File: config.mk
export PLATFORM = sky130hd
export DESIGN_NAME = evt_irq_unit
export DESIGN_NICKNAME = d
export VERILOG_FILES = /design/src/rtl/evt_irq_pkg.sv /design/src/rtl/evt_status_bank.sv /design/src/rtl/irq_merge.sv /design/src/rtl/keyed_reset_pulser.sv /design/src/rtl/evt_irq_unit.sv
export SDC_FILE = /design/constraint.sdc
export NUM_CORES = 1
export LEC_CHECK = 0
export BUFFER_PORTS_ARGS = -buffer_cell sky130_fd_sc_hd__buf_2
export CORE_ASPECT_RATIO = 0.8
export CORE_UTILIZATION = 33
export CTS_CLUSTER_DIAMETER = 200
export DETAILED_ROUTE_END_ITERATION = 6
export HOLD_SLACK_MARGIN = 0.1
export PLACE_DENSITY = 0.68
export REMOVE_ABC_BUFFERS = 1
export SYNTH_ARGS = -nofsm -noshare
export SYNTH_HDL_FRONTEND = slang
export SYNTH_SLANG_ARGS = --single-unit
File: constraint.sdc
create_clock -name clk -period 4.3 [get_ports clk]
set_clock_uncertainty 0.05 [all_clocks]
set_input_delay 0.43 -clock clk [delete_from_list [all_inputs] [get_ports clk]]
set_output_delay 0.43 -clock clk [all_outputs]
set_load 0.03 [all_outputs]
File: src/rtl/evt_irq_pkg.sv
package evt_irq_pkg;
  localparam int DATA_W = 32;
  localparam int GATE_BIT = 31;

  localparam logic [7:0] OFS_GATE = 8'h1C;
  localparam logic [7:0] OFS_STAT = 8'h20;
  localparam logic [7:0] OFS_MASK = 8'h28;
  localparam logic [7:0] OFS_KICK = 8'h40;

  localparam logic [DATA_W-1:0] KICK_KEY = 32'h0000_000A;

  typedef enum logic [2:0] {
    SEL_NONE,
    SEL_GATE,
    SEL_STAT,
    SEL_MASK,
    SEL_KICK
  } reg_sel_e;
endpackage

File: src/rtl/evt_status_bank.sv
module evt_status_bank #(
  parameter int NSRC = 7
) (
  input  logic            clk,
  input  logic            rst,
  input  logic            wipe,
  input  logic [NSRC-1:0] evt,
  input  logic [NSRC-1:0] ack_mask,
  output logic [NSRC-1:0] stat
);
  for (genvar i = 0; i < NSRC; i++) begin : g_bit
    always_ff @(posedge clk) begin
      if (rst || wipe)   stat[i] <= 1'b0;
      else if (evt[i])   stat[i] <= 1'b1;
      else if (ack_mask[i]) stat[i] <= 1'b0;
    end
  end

  AST_WIPE_EMPTIES: assert property (@(posedge clk) disable iff (rst)
    wipe |=> (stat == '0));
  AST_SET_WINS: assert property (@(posedge clk) disable iff (rst)
    (!wipe && ((evt & ack_mask) != '0)) |=>
      ((stat & $past(evt & ack_mask)) == $past(evt & ack_mask)));
  AST_STICKY: assert property (@(posedge clk) disable iff (rst)
    (!wipe && evt == '0 && ack_mask == '0) |=> $stable(stat));
endmodule

File: src/rtl/irq_merge.sv
module irq_merge #(
  parameter int NSRC = 7
) (
  input  logic            clk,
  input  logic            rst,
  input  logic            gate,
  input  logic [NSRC-1:0] stat,
  input  logic [NSRC-1:0] mask,
  output logic            irq_o
);
  always_ff @(posedge clk) begin
    if (rst) irq_o <= 1'b0;
    else     irq_o <= gate && ((stat & mask) != '0);
  end

  AST_GATE_CLOSED: assert property (@(posedge clk) disable iff (rst)
    !gate |=> !irq_o);
  AST_MASKED_QUIET: assert property (@(posedge clk) disable iff (rst)
    ((stat & mask) == '0) |=> !irq_o);
endmodule

File: src/rtl/keyed_reset_pulser.sv
module keyed_reset_pulser
  import evt_irq_pkg::*;
#(
  parameter int RST_LEN = 4
) (
  input  logic              clk,
  input  logic              rst,
  input  logic              kick_wr,
  input  logic [DATA_W-1:0] wdata,
  output logic              pulse_o
);
  localparam int CNT_W = $clog2(RST_LEN + 1);

  logic [CNT_W-1:0] cnt_q;
  logic             key_hit;

  assign key_hit = kick_wr && (wdata == KICK_KEY);

  always_ff @(posedge clk) begin
    if (rst)                 cnt_q <= '0;
    else if (key_hit)        cnt_q <= CNT_W'(RST_LEN);
    else if (cnt_q != '0)    cnt_q <= cnt_q - CNT_W'(1);
  end

  assign pulse_o = (cnt_q != '0);

  AST_KEY_FIRES: assert property (@(posedge clk) disable iff (rst)
    key_hit |=> pulse_o);
  AST_NO_STRAY_PULSE: assert property (@(posedge clk) disable iff (rst)
    $rose(pulse_o) |-> $past(key_hit));
endmodule

File: src/rtl/evt_irq_unit.sv
module evt_irq_unit
  import evt_irq_pkg::*;
#(
  parameter int ADDR_W  = 8,
  parameter int NSRC    = 7,
  parameter int RST_LEN = 4
) (
  input  logic              clk,
  input  logic              rst,
  input  logic              wr_en,
  input  logic [ADDR_W-1:0] addr,
  input  logic [DATA_W-1:0] wdata,
  output logic [DATA_W-1:0] rdata,
  input  logic [NSRC-1:0]   evt,
  output logic              irq_o,
  output logic              periph_rst_o
);
  localparam int PAD_W = DATA_W - NSRC;

  reg_sel_e        sel;
  logic [NSRC-1:0] stat;
  logic [NSRC-1:0] mask_q;
  logic            gate_q;
  logic [NSRC-1:0] ack_mask;
  logic            soft_busy;

  always_comb begin
    sel = SEL_NONE;
    if      (addr == ADDR_W'(OFS_GATE)) sel = SEL_GATE;
    else if (addr == ADDR_W'(OFS_STAT)) sel = SEL_STAT;
    else if (addr == ADDR_W'(OFS_MASK)) sel = SEL_MASK;
    else if (addr == ADDR_W'(OFS_KICK)) sel = SEL_KICK;
  end

  assign ack_mask = (wr_en && sel == SEL_STAT) ? wdata[NSRC-1:0] : '0;

  always_ff @(posedge clk) begin
    if (rst || soft_busy) begin
      mask_q <= '0;
      gate_q <= 1'b0;
    end else if (wr_en) begin
      if (sel == SEL_MASK) mask_q <= wdata[NSRC-1:0];
      if (sel == SEL_GATE) gate_q <= wdata[GATE_BIT];
    end
  end

  always_ff @(posedge clk) begin
    if (rst) rdata <= '0;
    else begin
      unique case (sel)
        SEL_GATE: rdata <= {gate_q, {(DATA_W-1){1'b0}}};
        SEL_STAT: rdata <= {{PAD_W{1'b0}}, stat};
        SEL_MASK: rdata <= {{PAD_W{1'b0}}, mask_q};
        default:  rdata <= '0;
      endcase
    end
  end

  evt_status_bank #(.NSRC(NSRC)) u_stat (
    .clk(clk), .rst(rst), .wipe(soft_busy),
    .evt(evt), .ack_mask(ack_mask), .stat(stat)
  );

  irq_merge #(.NSRC(NSRC)) u_merge (
    .clk(clk), .rst(rst), .gate(gate_q),
    .stat(stat), .mask(mask_q), .irq_o(irq_o)
  );

  keyed_reset_pulser #(.RST_LEN(RST_LEN)) u_kick (
    .clk(clk), .rst(rst), .kick_wr(wr_en && sel == SEL_KICK),
    .wdata(wdata), .pulse_o(soft_busy)
  );

  assign periph_rst_o = soft_busy;

  AST_SOFT_CLEARS: assert property (@(posedge clk) disable iff (rst)
    soft_busy |=> (mask_q == '0 && !gate_q));
  AST_UNMAPPED_ZERO: assert property (@(posedge clk) disable iff (rst)
    (sel == SEL_NONE || sel == SEL_KICK) |=> (rdata == '0));
  AST_RESET_QUIET: assert property (@(posedge clk)
    rst |=> (!irq_o && rdata == '0 && !periph_rst_o));
endmodule

* Word-level counts from Yosys, hierarchy flattened
Index checks and enable logic that the tools add are counted.
** Word-level totals
- Logic and storage cells :: 64
- Flip-flop bits (word level) :: 51
- Output and inout port bits :: 34
- Input port bits :: 50
** Cells by class
- Muxes and demuxes :: 22
- Add/subtract/negate cells :: 1
- Reduce and logical (&&, ||, !) cells :: 18
- Eq/ne operators :: 9
- Bitwise gates (word level) :: 1
** Operators with widths (number)
- case mux 32 bit (3 select lines) :: 1
- equality test 32 x 4 -> 1 bit (second input constant) :: 1
- 2-to-1 mux 3 bit :: 6
- equality test 8 x 6 -> 1 bit (second input constant) :: 2
- nonzero test 2 bit :: 8
- 2-to-1 mux 1 bit :: 14
- equality test 8 x 5 -> 1 bit (second input constant) :: 1
- equality test 8 x 7 -> 1 bit (second input constant) :: 1
- AND 7 bit :: 1
- 2-to-1 mux 7 bit :: 1
- nonzero test 7 bit :: 1
- equality test 3 x 2 -> 1 bit (second input constant) :: 2
- logical AND 1 bit :: 4
- AND reduction 2 bit :: 2
- equality test 3 x 1 -> 1 bit (second input constant) :: 1
- equality test 3 bit (second input constant) :: 1
- nonzero test 3 bit :: 1
- subtractor 3 x 1 -> 3 bit (second input constant) :: 1
- OR reduction 2 bit :: 1
- logical OR 1 bit :: 1

* Longest topological paths before layout
Gate-level depths: netlist (run 1).
- Word-level depth :: 10
- Depth in mapped cells :: 7

* By module
A second synthesis (run 1) with hierarchy kept.
** Unflattened totals
- Cells, all modules :: 171
- Area total of the unflattened synthesis :: 1521.5 µm²
** By module, submodules not included
- evt_irq_unit :: seq. area each 320.3 µm², cells each 103, times used 1, area an instance 908.4 µm²
- evt_status_bank :: seq. area each 140.1 µm², cells each 30, times used 1, area an instance 289.0 µm²
- keyed_reset_pulser :: seq. area each 60.1 µm², cells each 32, times used 1, area an instance 266.5 µm²
- irq_merge :: seq. area each 20.0 µm², cells each 6, times used 1, area an instance 57.6 µm²

* Worst setup path after synthesis (run 1)
No wires, ideal clock.
- Kind :: reg-to-output
- From :: reg u_kick.cnt_q[0]
- To :: out periph_rst_o
- Slack :: 2.703 ns
- Data required time :: 3.820 ns
- Arrival time :: 1.117 ns
- Path buffers :: 1
- Cell stages (with the launch flop) :: 6
- Cells stage by stage :: dfxtp_1 inv_1 ha_1 ha_1 clkbuf_1 inv_1
** Between the ends
- Cells in the longest elaborated chain, start to end :: 1
** Ends and longest elaborated chain
- start, declared :: RTL line keyed_reset_pulser.sv:14 : logic [CNT_W-1:0] cnt_q;
- start signal, assigned :: RTL line keyed_reset_pulser.sv:21 : else if (key_hit) cnt_q <= CNT_W'(RST_LEN);
- start signal, assigned :: RTL line keyed_reset_pulser.sv:22 : else if (cnt_q != '0) cnt_q <= cnt_q - CNT_W'(1);
- nonzero test 3 bit :: RTL line keyed_reset_pulser.sv:25 : assign pulse_o = (cnt_q != '0);
- end, declared :: RTL line evt_irq_unit.sv:16 : output logic periph_rst_o
No other way between the ends.

* Final worst setup path (run 1)
Same ends and word-level chain as after synthesis.

==> tab_implementation.tex, run 1 <==
\begin{tabular}{lr}
\hline
Metric & Value \\
\hline
\multicolumn{2}{l}{\textbf{Layout}} \\
\quad Proportion of layout cells with a drive suffix above 1 & 0.365 \\
\quad Most common library cell in the layout ignoring fill and taps & buf\_2 \\
\quad Layout Cells excl Fill & between 200 and 300 \\
\quad Number of fillers in the final layout & 438 \\
\quad Number of nets in the final layout & roughly 270 \\
\quad Area grow syn2layout & 20.2\% \\
\quad Final core area utilization & 0.414 \\
\quad Antenna fix cells & 0 \\
\quad Final Cell Area & 0.00173 mm² \\
\quad Top library cells by usage in the layout, fill and taps aside & buf\_2, dfxtp\_1, conb\_1 \\
\multicolumn{2}{l}{\textbf{Clock network}} \\
\quad CTS tree & built \\
\quad Post\_cts resized & 0 \\
\quad Clk sink count & 27 \\
\quad Count of buffers added by post-CTS timing repair for setup & 0 \\
\quad Deepest level of the CTS H-tree & 1 \\
\quad Clock slew seen by the registers of the worst setup and hold paths & around 0.09 ns \\
\quad Clock latency on the worst-skew pair & 0.28 ns \\
\quad Number of buffers between clock root and the deepest sink & 2 \\
\quad CTS root buf & clkbuf\_8 \\
\quad Total CTS buffers & 3 \\
\quad Total of hold buffers inserted after clock tree synthesis & 0 \\
\multicolumn{2}{l}{\textbf{Detailed routing}} \\
\quad Remaining DRCs & 0 \\
\quad Vias per std cell & $\sim$4.6 \\
\quad DRT antenna net count & 0 \\
\quad 1st-iter DRT viols & 40 \\
\quad Detailed-routing iteration count for the pre-antenna-repair pass & 4 \\
\quad Vias after detailed routing & 1226 \\
\quad Wire length per cell after detailed routing & 12.1 µm \\
\quad Total wire length after detailed routing & 3250 µm \\
\multicolumn{2}{l}{\textbf{Synthesis}} \\
\quad Seq cells post-synth & 27 \\
\quad Number of standard cells after synthesis & between 150 and 200 \\
\quad Mean area per synthesized cell & 9.41 µm² \\
\quad Sequential cell area fraction in the yosys report & 0.375 \\
\quad Area share of the largest cell type after synthesis & 0.375 \\
\quad Leading post-synthesis cells by cell area & dfxtp\_1, buf\_4, mux2i\_1, nor2\_1, nand4\_1 \\
\quad Mapped cell area & 0.00144 mm² \\
\quad Yosys warning count & 0 \\
\quad Dominant cell type by area after synthesis & dfxtp\_1 \\
\quad Count of unique library cells instantiated by Yosys & 31 \\
\multicolumn{2}{l}{\textbf{Setup path}} \\
\quad Bufs and invs on worst path & 3 \\
\quad Slowest cell on crit path & dfxtp\_1 \\
\quad Max FO, Critical Path & 6 \\
\quad Series of cell instances along the critical path & inv\_1 > ha\_1 > ha\_1 > inv\_1 > buf\_2 \\
\quad Worst setup SP type & flip-flop \\
\quad Stage delay of the slowest cell on the critical path & 0.36 ns \\
\quad Element type at the critical path end & primary output \\
\quad Arrival time at the worst endpoint & 1.45 ns \\
\quad Kind of critical path & flip-flop to primary output \\
\quad Required time reported for the critical path endpoint & roughly 3.8 ns \\
\quad Delay-heaviest family, CP & adder cells \\
\multicolumn{2}{l}{\textbf{STA}} \\
\quad Actual slew at the worst max-slew pin & 0.579 ns \\
\quad Fin Hold WS & 0.305 ns \\
\quad Remaining max-slew budget at the tightest pin & 0.614 \\
\quad Final Cycle Share & 0.448 \\
\quad Accumulated negative setup slack & 0 ns \\
\quad Count of final setup violators & 0 \\
\quad Fmax & 519 MHz \\
\quad Crit path time final & 1.93 ns \\
\quad Final count of hold timing violations & 0 \\
\quad RSZ-0062 raised after global routing & false \\
\quad Count of final max-slew check failures & 0 \\
\multicolumn{2}{l}{\textbf{Power and ir drop}} \\
\quad Cell leakage power & around 0.00084 µW \\
\quad Pwr per Cell Area & 359 mW/mm² \\
\quad Peak supply drop & 151 µV \\
\multicolumn{2}{l}{\textbf{Global route}} \\
\quad GRT Residual Overflow & 0 \\
\quad Pin count of the biggest net entering global routing & 17 \\
\quad Wire length of the first global-routing pass & $\sim$4800 µm \\
\quad Overall Global Routing Usage & 0.147 \\
\quad Initial antenna violation count & 0 \\
\quad Number of global-route vias before repair & between 1000 and 1500 \\
\multicolumn{2}{l}{\textbf{Floorplanning}} \\
\quad Initial Utilization & 0.345 \\
\quad \# rows & 21 \\
\quad Overall die width & 75.9 µm \\
\quad Num ports & 84 \\
\quad Core ar. & between 0.004 and 0.005 mm² \\
\quad Die height & about 61 µm \\
\quad Total Die Area & 0.00463 mm² \\
\multicolumn{2}{l}{\textbf{Place}} \\
\quad Number of cells in the design after placement & roughly 260 \\
\quad Post-detail-place hpwl & 2750 µm \\
\quad Placed Area & approximately 0.0017 mm² \\
\quad Final estimated routing congestion in global placement & 0.837 \\
\quad Port buffer count & 59 \\
\multicolumn{2}{l}{\textbf{Outcome}} \\
\quad Run status & complete, no violations \\
\multicolumn{2}{l}{\textbf{Worst hold path}} \\
\quad HP Class & input port to flip-flop \\
\multicolumn{2}{l}{\textbf{Run}} \\
\quad Maxcap violations & 0 \\
\hline
\end{tabular}
[state kept, by name, summed over array words and instances, names as in the netlist]
signal	count
gate_q	1
mask_q	7
rdata	8
u_kick.cnt_q	3
u_merge.irq_o	1
u_stat.stat	7
[layout make-up]
cell class	count	area, µm²	share of cell area
Multi-Input combinational cell	116	757	0.437
Sequential cell	27	541	0.312
Inverter	5	18.8	0.0108
Tap cell	57	71.3	0.0412
Clock buffer	3	41.3	0.0238
Timing Repair Buffer	59	295	0.171
Clock inverter	1	7.51	0.00434
[logic make-up after synthesis]
kind of cell,Yosys count,synth area share
adder cells (fa/ha/maj),3,0.0261
flip-flops,27,0.375
XOR/XNOR,1,0.00608
AND/OR/NAND/NOR,59,0.264
AO/OA/AOI/OAI,13,0.0556
buffers and inverters,33,0.159
multiplexers,16,0.111
other,1,0.00260
[path summary, 6_finish.rpt]
| path | cells past startpoint | from | endpoint | slack, ns |
|---|---|---|---|---|
| max | 5 | u_kick.cnt_q[0] | periph_rst_o | 2.37 |
| min | 3 | evt[1] | u_stat.stat[1] | 0.31 |
| min reg2reg | 2 | u_stat.stat[2] | u_stat.stat[2] | 0.47 |
| max reg2reg | 5 | u_kick.cnt_q[0] | mask_q[6] | 2.66 |
[cell usage after synthesis]
| library cell | count |
|---|---|
| nor2b_1 | 1 |
| a222oi_1 | 1 |
| mux2i_1 | 16 |
| nand4_2 | 2 |
| buf_4 | 24 |
| inv_1 | 5 |
| a21oi_1 | 8 |
| nor3b_4 | 2 |
| nand4b_1 | 1 |
| conb_1 | 1 |
| nand2_1 | 2 |
| nor3_4 | 1 |
| nor4_1 | 7 |
| dfxtp_1 | 27 |
| ha_1 | 3 |
| and4b_1 | 1 |
| nand2b_1 | 2 |
| or3_1 | 2 |
| nand4_1 | 8 |
| nor3_1 | 3 |
| nor4bb_1 | 1 |
| clkbuf_1 | 2 |
| a31oi_1 | 1 |
| a22oi_1 | 2 |
| buf_6 | 2 |
| nor4_2 | 1 |
| xor2_1 | 1 |
| nor2_1 | 17 |
| a21oi_2 | 1 |
| nand3_1 | 1 |
| nor2_2 | 7 |
[worst reg2reg max path, delay by kind of cell (launching register included)]
family                   cells  cell delay (ns)
buffers and inverters        1             0.05
flip-flops                   1             0.36
AND/OR/NAND/NOR              2             0.56
adder cells (fa/ha/maj)      2             0.50
[metal layers]
layer	global-route usage	routed length [µm]
met4	0.0688	87
met5	0	0
met2	0.229	1450
met1	0.192	1480
met3	0.0376	229
[per-stage QoR]
step / total power [µW] / setup WS (ns)
global placement: 475 / 2.51
global route: 661 / 2.28
CTS: 627 / 2.36
finish: 622 / 2.37
detailed placement: 481 / 2.46
floorplan: 418 / 2.78
[where the power goes]
| part | switching (µW) | internal (µW) | total, µW |
|---|---|---|---|
| Combinational | 120 | 61.9 | 182 |
| Clock | 81.4 | 65.9 | 147 |
| Sequential | 17.5 | 275 | 292 |
| Total | 219 | 403 | 622 |
Power figures use the tool's default switching activity.
==> inputs of run 2 (changes only) <==
ABC_AREA = 1   (was not set)
PLACE_DENSITY = 0.69   (was 0.68)
clock period = 1.7 ns   (was 4.3 ns; I/O delays follow)
==> tab_implementation.tex, run 2 <==
\begin{tabular}{lr}
\hline
Metric & Value \\
\hline
\multicolumn{2}{l}{\textbf{Global route}} \\
\quad Initial antenna violation count & 0 (unchanged) \\
\quad GRT Residual Overflow & 0 (unchanged) \\
\quad Pin count of the biggest net entering global routing & 17 (unchanged) \\
\quad Overall Global Routing Usage & 0.144 (was 0.147) \\
\quad Wire length of the first global-routing pass & 5770 µm (was 4790 µm) \\
\quad Number of global-route vias before repair & 1377 (was 1017) \\
\multicolumn{2}{l}{\textbf{Detailed routing}} \\
\quad Uppermost routed layer & met4 (unchanged) \\
\quad Total wire length after detailed routing & 3460 µm (was 3250 µm) \\
\quad Vias per std cell & 4.38 (was 4.57) \\
\quad Remaining DRCs & 0 (unchanged) \\
\quad Met1 layer wirelength in the final routing & 1570 µm (was 1480 µm) \\
\quad Detailed-routing iteration count for the pre-antenna-repair pass & 4 (unchanged) \\
\quad Vias after detailed routing & 1561 (was 1226) \\
\quad 1st-iter DRT viols & 60 (was 40) \\
\quad WL met2 & 1600 µm (was 1450 µm) \\
\quad DRT antenna net count & 0 (unchanged) \\
\quad Detailed route wirelength on metal3 & 282 µm (was 229 µm) \\
\quad Wire length per cell after detailed routing & 9.71 µm (was 12.1 µm) \\
\multicolumn{2}{l}{\textbf{Setup path}} \\
\quad Bufs and invs on worst path & 3 (unchanged) \\
\quad Arrival time at the worst endpoint & 1.37 ns (was 1.45 ns) \\
\quad Stage delay of the slowest cell on the critical path & 0.35 ns (was 0.36 ns) \\
\quad Worst Setup EP & periph\_rst\_o (unchanged) \\
\quad Series of cell instances along the critical path & inv\_1 > ha\_1 > ha\_2 > inv\_2 > buf\_4 (was inv\_1 > ha\_1 > ha\_1 > inv\_1 > buf\_2) \\
\quad Kind of critical path & flip-flop to primary output (unchanged) \\
\quad Element type at the critical path end & primary output (unchanged) \\
\quad Delay-heaviest family, CP & adder cells (unchanged) \\
\quad Max FO, Critical Path & 6 (unchanged) \\
\quad Worst setup SP type & flip-flop (unchanged) \\
\quad Register-to-register path setup slack & 0.26 ns (was 2.66 ns) \\
\quad Worst r2r src & u\_kick.cnt\_q[0] (unchanged) \\
\quad Slowest cell on crit path & dfxtp\_1 (unchanged) \\
\quad Worst setup path startpoint & u\_kick.cnt\_q[0] (unchanged) \\
\quad Required time reported for the critical path endpoint & 1.48 ns (was 3.82 ns) \\
\quad Reg-to-reg endpoint & mask\_q[2] (was mask\_q[6]) \\
\quad Stages on the worst setup path & 5 (unchanged) \\
\quad R2r worst-path depth & 8 (was 5) \\
\multicolumn{2}{l}{\textbf{Power and ir drop}} \\
\quad Sequential group share of total power & 0.438 (was 0.470) \\
\quad Pwr per Cell Area & 895 mW/mm² (was 359 mW/mm²) \\
\quad Share of total power in the clock network & 0.215 (was 0.237) \\
\quad Net switching power & 634 µW (was 219 µW) \\
\quad Switching part of the total power & 0.362 (was 0.352) \\
\quad Cell leakage power & 0.000935 µW (was 0.000841 µW) \\
\quad Combinational power share & 0.347 (was 0.293) \\
\quad Internal power summed over all cells & 1120 µW (was 403 µW) \\
\quad Peak supply drop & 393 µV (was 151 µV) \\
\multicolumn{2}{l}{\textbf{Synthesis}} \\
\quad Number of synthesized flops with an enable pin & 0 (unchanged) \\
\quad Async set-reset flop share out of synthesis & 0 (unchanged) \\
\quad Mapped cell area & 0.00157 mm² (was 0.00144 mm²) \\
\quad Most frequently used cell type in the post-synthesis netlist & nand2\_1 (was dfxtp\_1) \\
\quad Yosys warning count & 0 (unchanged) \\
\quad Most frequently used flop master after synthesis & dfxtp\_1 (unchanged) \\
\quad Dominant cell type by area after synthesis & dfxtp\_1 (unchanged) \\
\quad Count of unique library cells instantiated by Yosys & 25 (was 31) \\
\quad Most common library cells after synthesis & nand2\_1, nor2\_1, dfxtp\_1, buf\_4, inv\_1 (was dfxtp\_1, buf\_4, nor2\_1, mux2i\_1) \\
\quad Seq cells post-synth & 27 (unchanged) \\
\quad Leading post-synthesis cells by cell area & dfxtp\_1, buf\_4, nand2\_1, nor2\_1, a21oi\_1 (was dfxtp\_1, buf\_4, mux2i\_1, nor2\_1, nand4\_1) \\
\quad Number of standard cells after synthesis & 231 (was 153) \\
\quad Mean area per synthesized cell & 6.81 µm² (was 9.41 µm²) \\
\quad Area share of the largest cell type after synthesis & 0.343 (was 0.375) \\
\quad Sequential cell area fraction in the yosys report & 0.343 (was 0.375) \\
\multicolumn{2}{l}{\textbf{Clock network}} \\
\quad Total CTS buffers & 3 (unchanged) \\
\quad CTS tree & built (unchanged) \\
\quad Count of buffers added by post-CTS timing repair for setup & 0 (unchanged) \\
\quad Deepest level of the CTS H-tree & 1 (unchanged) \\
\quad Number of buffers between clock root and the deepest sink & 2 (unchanged) \\
\quad CTS root buf & clkbuf\_8 (unchanged) \\
\quad Clk sink count & 27 (unchanged) \\
\quad Clock slew seen by the registers of the worst setup and hold paths & 0.10 ns (was 0.09 ns) \\
\quad Clock latency on the worst-skew pair & 0.28 ns (about the same) \\
\multicolumn{2}{l}{\textbf{Layout}} \\
\quad Number of fillers in the final layout & 484 (was 438) \\
\quad Number of nets in the final layout & 350 (was 265) \\
\quad Most common library cell in the layout ignoring fill and taps & buf\_2 (unchanged) \\
\quad Antenna fix cells & 0 (unchanged) \\
\quad Flip-flop count of the largest register, all copies and words added & 8 (unchanged) \\
\quad Register with the highest flop count & rdata (unchanged) \\
\quad Proportion of layout cells with a drive suffix above 1 & 0.257 (was 0.365) \\
\quad Final core area utilization & 0.426 (was 0.414) \\
\quad Area grow syn2layout & 24.3\% (was 20.2\%) \\
\quad Registers with the highest flip-flop counts & rdata x8, mask\_q x7, u\_stat.stat x7 (unchanged) \\
\quad Top library cells by usage in the layout, fill and taps aside & buf\_2, nand2\_1, nor2\_1 (was buf\_2, dfxtp\_1, conb\_1) \\
\multicolumn{2}{l}{\textbf{STA}} \\
\quad Final Cycle Share & 0.937 \\
\quad RSZ-0062 raised after global routing & false (unchanged) \\
\quad Fmax & 628 MHz \\
\quad Accumulated negative setup slack & 0 ns (unchanged) \\
\quad Count of final setup violators & 0 (unchanged) \\
\quad Count of final max-slew check failures & 0 (unchanged) \\
\quad Crit path time final & 1.59 ns \\
\quad Final count of hold timing violations & 0 (unchanged) \\
\multicolumn{2}{l}{\textbf{Floorplanning}} \\
\quad \# rows & 22 (was 21) \\
\quad Die height & 63.8 µm (was 61.1 µm) \\
\quad Core ar. & 0.00460 mm² (was 0.00418 mm²) \\
\quad Overall die width & 79.2 µm (was 75.9 µm) \\
\quad Total Die Area & 0.00505 mm² (was 0.00463 mm²) \\
\quad Initial Utilization & 0.342 (was 0.345) \\
\quad Num ports & 84 (unchanged) \\
\multicolumn{2}{l}{\textbf{Place}} \\
\quad Port buffer count & 59 (unchanged) \\
\quad Post-detail-place hpwl & 2690 µm (was 2750 µm) \\
\quad Final estimated routing congestion in global placement & 0.786 (was 0.837) \\
\multicolumn{2}{l}{\textbf{Worst hold path}} \\
\quad HP Class & input port to flip-flop (unchanged) \\
\multicolumn{2}{l}{\textbf{Outcome}} \\
\quad Run status & complete, no violations (unchanged) \\
\multicolumn{2}{l}{\textbf{Run}} \\
\quad Maxcap violations & 0 (unchanged) \\
\hline
\end{tabular}
## run 2: cell count changes after synthesis, sizes merged, moves of 2 or more
cell    previous run  this run
nand2              2        44
inv                5        26
nor2              24        44
mux2i             16         0
nand3              1        17
a21oi              9        20
nor4               8         0
buf               26        30
nand4             10         6
o21ai              0         4
a22oi              2         0
nand2b             2         0
nor3b              2         0
or3                2         0
## run 2: worst min-delay path by stage
stage | to | start | slack, ns | cells after the start
2_1_floorplan | rdata[1] | rst | 0.19 | 1
3_3_place_gp | u_stat.stat[6] | evt[6] | 0.33 | 3
3_5_place_dp | u_stat.stat[3] | evt[3] | 0.33 | 3
4_1_cts | mask_q[6] | wdata[6] | 0.11 | 3
5_1_grt | mask_q[4] | wdata[4] | 0.12 | 3
6_report | mask_q[6] | wdata[6] | 0.12 | 3
## run 2: through the flow
stage                     setup slack, ns  hold slack, ns  cell area, µm²  std cells  total power [µW]
after detailed placement            0.194           0.330            1830        345              1360
after global placement              0.255           0.327            1830        345              1340
after CTS                          0.0523           0.109            1960        356              1760
final                               0.107           0.116            1960        356              1750
after floorplan                     0.109           0.189            1430        223              1140
after global routing               0.0420           0.119            1960        356              1870
## run 2: power by group through the flow
stage | sequential (µW) | combinational, µW | clock [µW]
6_report | 768 | 607 | 377
3_3_place_gp | 779 | 558 | 0
3_5_place_dp | 782 | 575 | 0
5_1_grt | 779 | 678 | 411
4_1_cts | 766 | 606 | 387
2_1_floorplan | 768 | 374 | 0
## run 2: metal layers
metal,vias to the layer above,GRT usage
met2,58,0.254
met1,693,0.178
met4,0,0.0205
met3,2,0.0400
li1,808,-
met5,-,0
## run 2: cells by family after synthesis
logic type               count (synthesis)  share of synthesized area
AND/OR/NAND/NOR                        117                      0.334
AO/OA/AOI/OAI                           25                     0.0811
XOR/XNOR                                 1                    0.00557
other                                    1                    0.00238
flip-flops                              27                      0.343
buffers and inverters                   57                      0.210
adder cells (fa/ha/maj)                  3                     0.0238
## run 2: layout make-up
cell class | count | area [µm²] | share of cell area
multi-input cells | 170 | 792 | 0.405
clock buffers | 3 | 41.3 | 0.0211
well taps | 60 | 75.1 | 0.0384
flip-flops and latches | 27 | 541 | 0.276
clock inverters | 1 | 7.51 | 0.00384
inverters | 26 | 97.6 | 0.0499
repair buffers | 69 | 403 | 0.206
## run 2: tightest hold or removal path: stages
cell and delay [ns]:
buf_2 0.12, nor2_1 0.05, nor2_1 0.08
## run 2: what timing repair did
item / CTS / global route
gates resized for setup: 2 / 1
endpoints found under the setup margin: 1 / 1
hold buffers: 7 / 0
endpoints found under the hold margin: 7 / 0
==> inputs of run 3 (changes only) <==
ABC_AREA = 0   (was 1)
PLACE_DENSITY = 0.71   (was 0.69)
==> tab_implementation.tex, run 3 (same netlist as run 1, synthesis figures left out) <==
\begin{tabular}{lr}
\hline
Metric & Value \\
\hline
\multicolumn{2}{l}{\textbf{Detailed routing}} \\
\quad Met1 layer wirelength in the final routing & 1490 µm (was 1570 µm) \\
\quad Remaining DRCs & 0 (unchanged) \\
\quad 1st-iter DRT viols & 49 (was 60) \\
\quad DRT antenna net count & 0 (unchanged) \\
\quad Detailed-routing iteration count for the pre-antenna-repair pass & 4 (unchanged) \\
\quad Vias per std cell & 4.51 (was 4.38) \\
\quad Detailed route wirelength on metal3 & 252 µm (was 282 µm) \\
\quad Uppermost routed layer & met4 (unchanged) \\
\quad Vias after detailed routing & 1268 (was 1561) \\
\quad Total wire length after detailed routing & 3210 µm (was 3460 µm) \\
\quad Wire length per cell after detailed routing & 11.4 µm (was 9.71 µm) \\
\quad WL met2 & 1420 µm (was 1600 µm) \\
\multicolumn{2}{l}{\textbf{Place}} \\
\quad Final estimated routing congestion in global placement & 0.799 (was 0.786) \\
\quad Post-detail-place hpwl & 2640 µm (was 2690 µm) \\
\quad Port buffer count & 59 (unchanged) \\
\quad Minimum setup slack after placement & 0.193 ns (was 0.194 ns) \\
\multicolumn{2}{l}{\textbf{Setup path}} \\
\quad Stage delay of the slowest cell on the critical path & 0.36 ns (was 0.35 ns) \\
\quad Worst setup SP type & flip-flop (unchanged) \\
\quad Reg-to-reg endpoint & u\_stat.stat[4] (was mask\_q[2]) \\
\quad Series of cell instances along the critical path & inv\_1 > ha\_1 > ha\_2 > inv\_1 > buf\_2 (was inv\_1 > ha\_1 > ha\_2 > inv\_2 > buf\_4) \\
\quad Worst r2r src & u\_kick.cnt\_q[0] (unchanged) \\
\quad R2r worst-path depth & 6 (was 8) \\
\quad Arrival time at the worst endpoint & 1.36 ns (was 1.37 ns) \\
\quad Required time reported for the critical path endpoint & 1.48 ns (about the same) \\
\quad Element type at the critical path end & primary output (unchanged) \\
\quad Register-to-register path setup slack & 0.34 ns (was 0.26 ns) \\
\quad Kind of critical path & flip-flop to primary output (unchanged) \\
\quad Cell occurring most often along the worst timing path & inv\_1 \\
\quad Slowest cell on crit path & dfxtp\_1 (unchanged) \\
\quad Max FO, Critical Path & 6 (unchanged) \\
\multicolumn{2}{l}{\textbf{STA}} \\
\quad Fmax & 632 MHz (was 628 MHz) \\
\quad RSZ-0062 raised after global routing & false (unchanged) \\
\quad Final worst setup slack & 0.118 ns (was 0.107 ns) \\
\quad Crit path time final & 1.58 ns (was 1.59 ns) \\
\quad Final count of hold timing violations & 0 (unchanged) \\
\quad Final Cycle Share & 0.930 (was 0.937) \\
\quad Accumulated negative setup slack & 0 ns (unchanged) \\
\quad Count of final setup violators & 0 (unchanged) \\
\quad Count of final max-slew check failures & 0 (unchanged) \\
\multicolumn{2}{l}{\textbf{Clock network}} \\
\quad CTS tree & built (unchanged) \\
\quad Total CTS buffers & 3 (unchanged) \\
\quad Clk sink count & 27 (unchanged) \\
\quad Number of buffers between clock root and the deepest sink & 2 (unchanged) \\
\quad Count of buffers added by post-CTS timing repair for setup & 0 (unchanged) \\
\quad Clock latency on the worst-skew pair & 0.27 ns (was 0.28 ns) \\
\quad Deepest level of the CTS H-tree & 1 (unchanged) \\
\quad Clock slew seen by the registers of the worst setup and hold paths & 0.09 ns (was 0.10 ns) \\
\quad CTS root buf & clkbuf\_8 (unchanged) \\
\multicolumn{2}{l}{\textbf{Layout}} \\
\quad Register with the highest flop count & rdata (unchanged) \\
\quad Antenna fix cells & 0 (unchanged) \\
\quad Proportion of layout cells with a drive suffix above 1 & 0.371 (was 0.257) \\
\quad Most common library cell in the layout ignoring fill and taps & buf\_2 (unchanged) \\
\quad Flip-flop count of the largest register, all copies and words added & 8 (unchanged) \\
\quad Top library cells by usage in the layout, fill and taps aside & buf\_2, dfxtp\_1, conb\_1 (was buf\_2, nand2\_1, nor2\_1) \\
\quad Number of fillers in the final layout & 427 (was 484) \\
\quad Area grow syn2layout & 28.4\% (was 24.3\%) \\
\quad Registers with the highest flip-flop counts & rdata x8, mask\_q x7, u\_stat.stat x7 (unchanged) \\
\quad Number of nets in the final layout & 278 (was 350) \\
\multicolumn{2}{l}{\textbf{Global route}} \\
\quad Initial antenna violation count & 0 (unchanged) \\
\quad GRT Residual Overflow & 0 (unchanged) \\
\quad Wire length of the first global-routing pass & 4950 µm (was 5770 µm) \\
\quad Pin count of the biggest net entering global routing & 16 (was 17) \\
\quad Overall Global Routing Usage & 0.147 (was 0.144) \\
\quad Number of global-route vias before repair & 1075 (was 1377) \\
\multicolumn{2}{l}{\textbf{Power and ir drop}} \\
\quad Pwr per Cell Area & 861 mW/mm² (was 895 mW/mm²) \\
\quad Peak supply drop & 310 µV (was 393 µV) \\
\quad Cell leakage power & 0.000902 µW (was 0.000935 µW) \\
\multicolumn{2}{l}{\textbf{Floorplanning}} \\
\quad Total Die Area & 0.00463 mm² (was 0.00505 mm²) \\
\quad Core ar. & 0.00418 mm² (was 0.00460 mm²) \\
\quad Num ports & 84 (unchanged) \\
\quad Die height & 61.1 µm (was 63.8 µm) \\
\quad Overall die width & 75.9 µm (was 79.2 µm) \\
\quad \# rows & 21 (was 22) \\
\quad Initial Utilization & 0.345 (was 0.342) \\
\multicolumn{2}{l}{\textbf{Run}} \\
\quad Maxcap violations & 0 (unchanged) \\
\multicolumn{2}{l}{\textbf{Outcome}} \\
\quad Run status & complete, no violations (unchanged) \\
\multicolumn{2}{l}{\textbf{Worst hold path}} \\
\quad HP Class & input port to flip-flop (unchanged) \\
\quad Hold Path Sink & gate\_q (was mask\_q[6]) \\
\quad Launch instance of the worst min-delay path & wdata[31] (was wdata[6]) \\
\quad Min-Delay Path Depth & 3 (unchanged) \\
\hline
\end{tabular}
==> run 3: cell types whose count changed in the layout (fill, tap and decap cells not counted), moves of 4 or more <==
cell / delta
nand3_1: -15
o21ai_0: -4
nor2_2: +6
nor2_1: -24
nor4_1: +7
nand2_1: -40
a21oi_1: -12
mux2i_1: +16
inv_1: -19
==> run 3: report_power, final <==
part	internal, µW	total (µW)	switching (µW)
Clock	164	361	197
Sequential	695	739	43.6
Combinational	187	492	305
==> run 3: cell type report <==
type | instances | area [µm²] | share of cell area
Clock buffer | 3 | 41.3 | 0.0223
Clock inverter | 1 | 5.00 | 0.00271
Inverter | 5 | 18.8 | 0.0101
Multi-Input combinational cell | 116 | 759 | 0.411
Sequential cell | 27 | 541 | 0.292
Tap cell | 57 | 71.3 | 0.0386
Timing Repair Buffer | 72 | 413 | 0.223
==> run 3: per-stage QoR <==
stage / cells / cell area (µm²) / hold WS, ns / utilization / power (µW)
2_1_floorplan: 148 / 1320 / 0.182 / - / 1060
3_3_place_gp: 269 / 1720 / 0.324 / 0.412 / 1210
3_5_place_dp: 269 / 1720 / 0.331 / 0.412 / 1230
4_1_cts: 281 / 1850 / 0.106 / 0.442 / 1590
5_1_grt: 281 / 1850 / 0.109 / 0.443 / 1700
6_report: 281 / 1850 / 0.108 / 0.443 / 1590
==> run 3: worst max-delay path: cells and delay by family (launching register included) <==
family                   cells  cell delay, ns
adder cells (fa/ha/maj)      2            0.45
buffers and inverters        3            0.29
flip-flops                   1            0.36
==> run 3: how the worst max path moves through the flow <==
stage / from / to / slack (ns) / depth (start not counted)
CTS: u_kick.cnt_q[0] / periph_rst_o / 0.04 / 5
global route: u_kick.cnt_q[0] / periph_rst_o / 0.06 / 5
floorplan: u_kick.cnt_q[0] / gate_q / 0.30 / 5
detailed placement: addr[5] / u_kick.cnt_q[2] / 0.19 / 5
finish: u_kick.cnt_q[0] / periph_rst_o / 0.12 / 5
global placement: addr[5] / u_kick.cnt_q[2] / 0.22 / 5
==> run 3: repair_timing <==
item / CTS / global route
resized for setup: 0 / 1
endpoints found under the hold margin: 10 / 0
hold buffers: 8 / 0
endpoints found under the setup margin: 0 / 1
==> run 3: per-layer routing <==
layer / vias up / GRT usage
met5: - / 0
met4: 0 / 0.0423
met3: 4 / 0.0360
met2: 62 / 0.228
met1: 568 / 0.204
li1: 634 / -
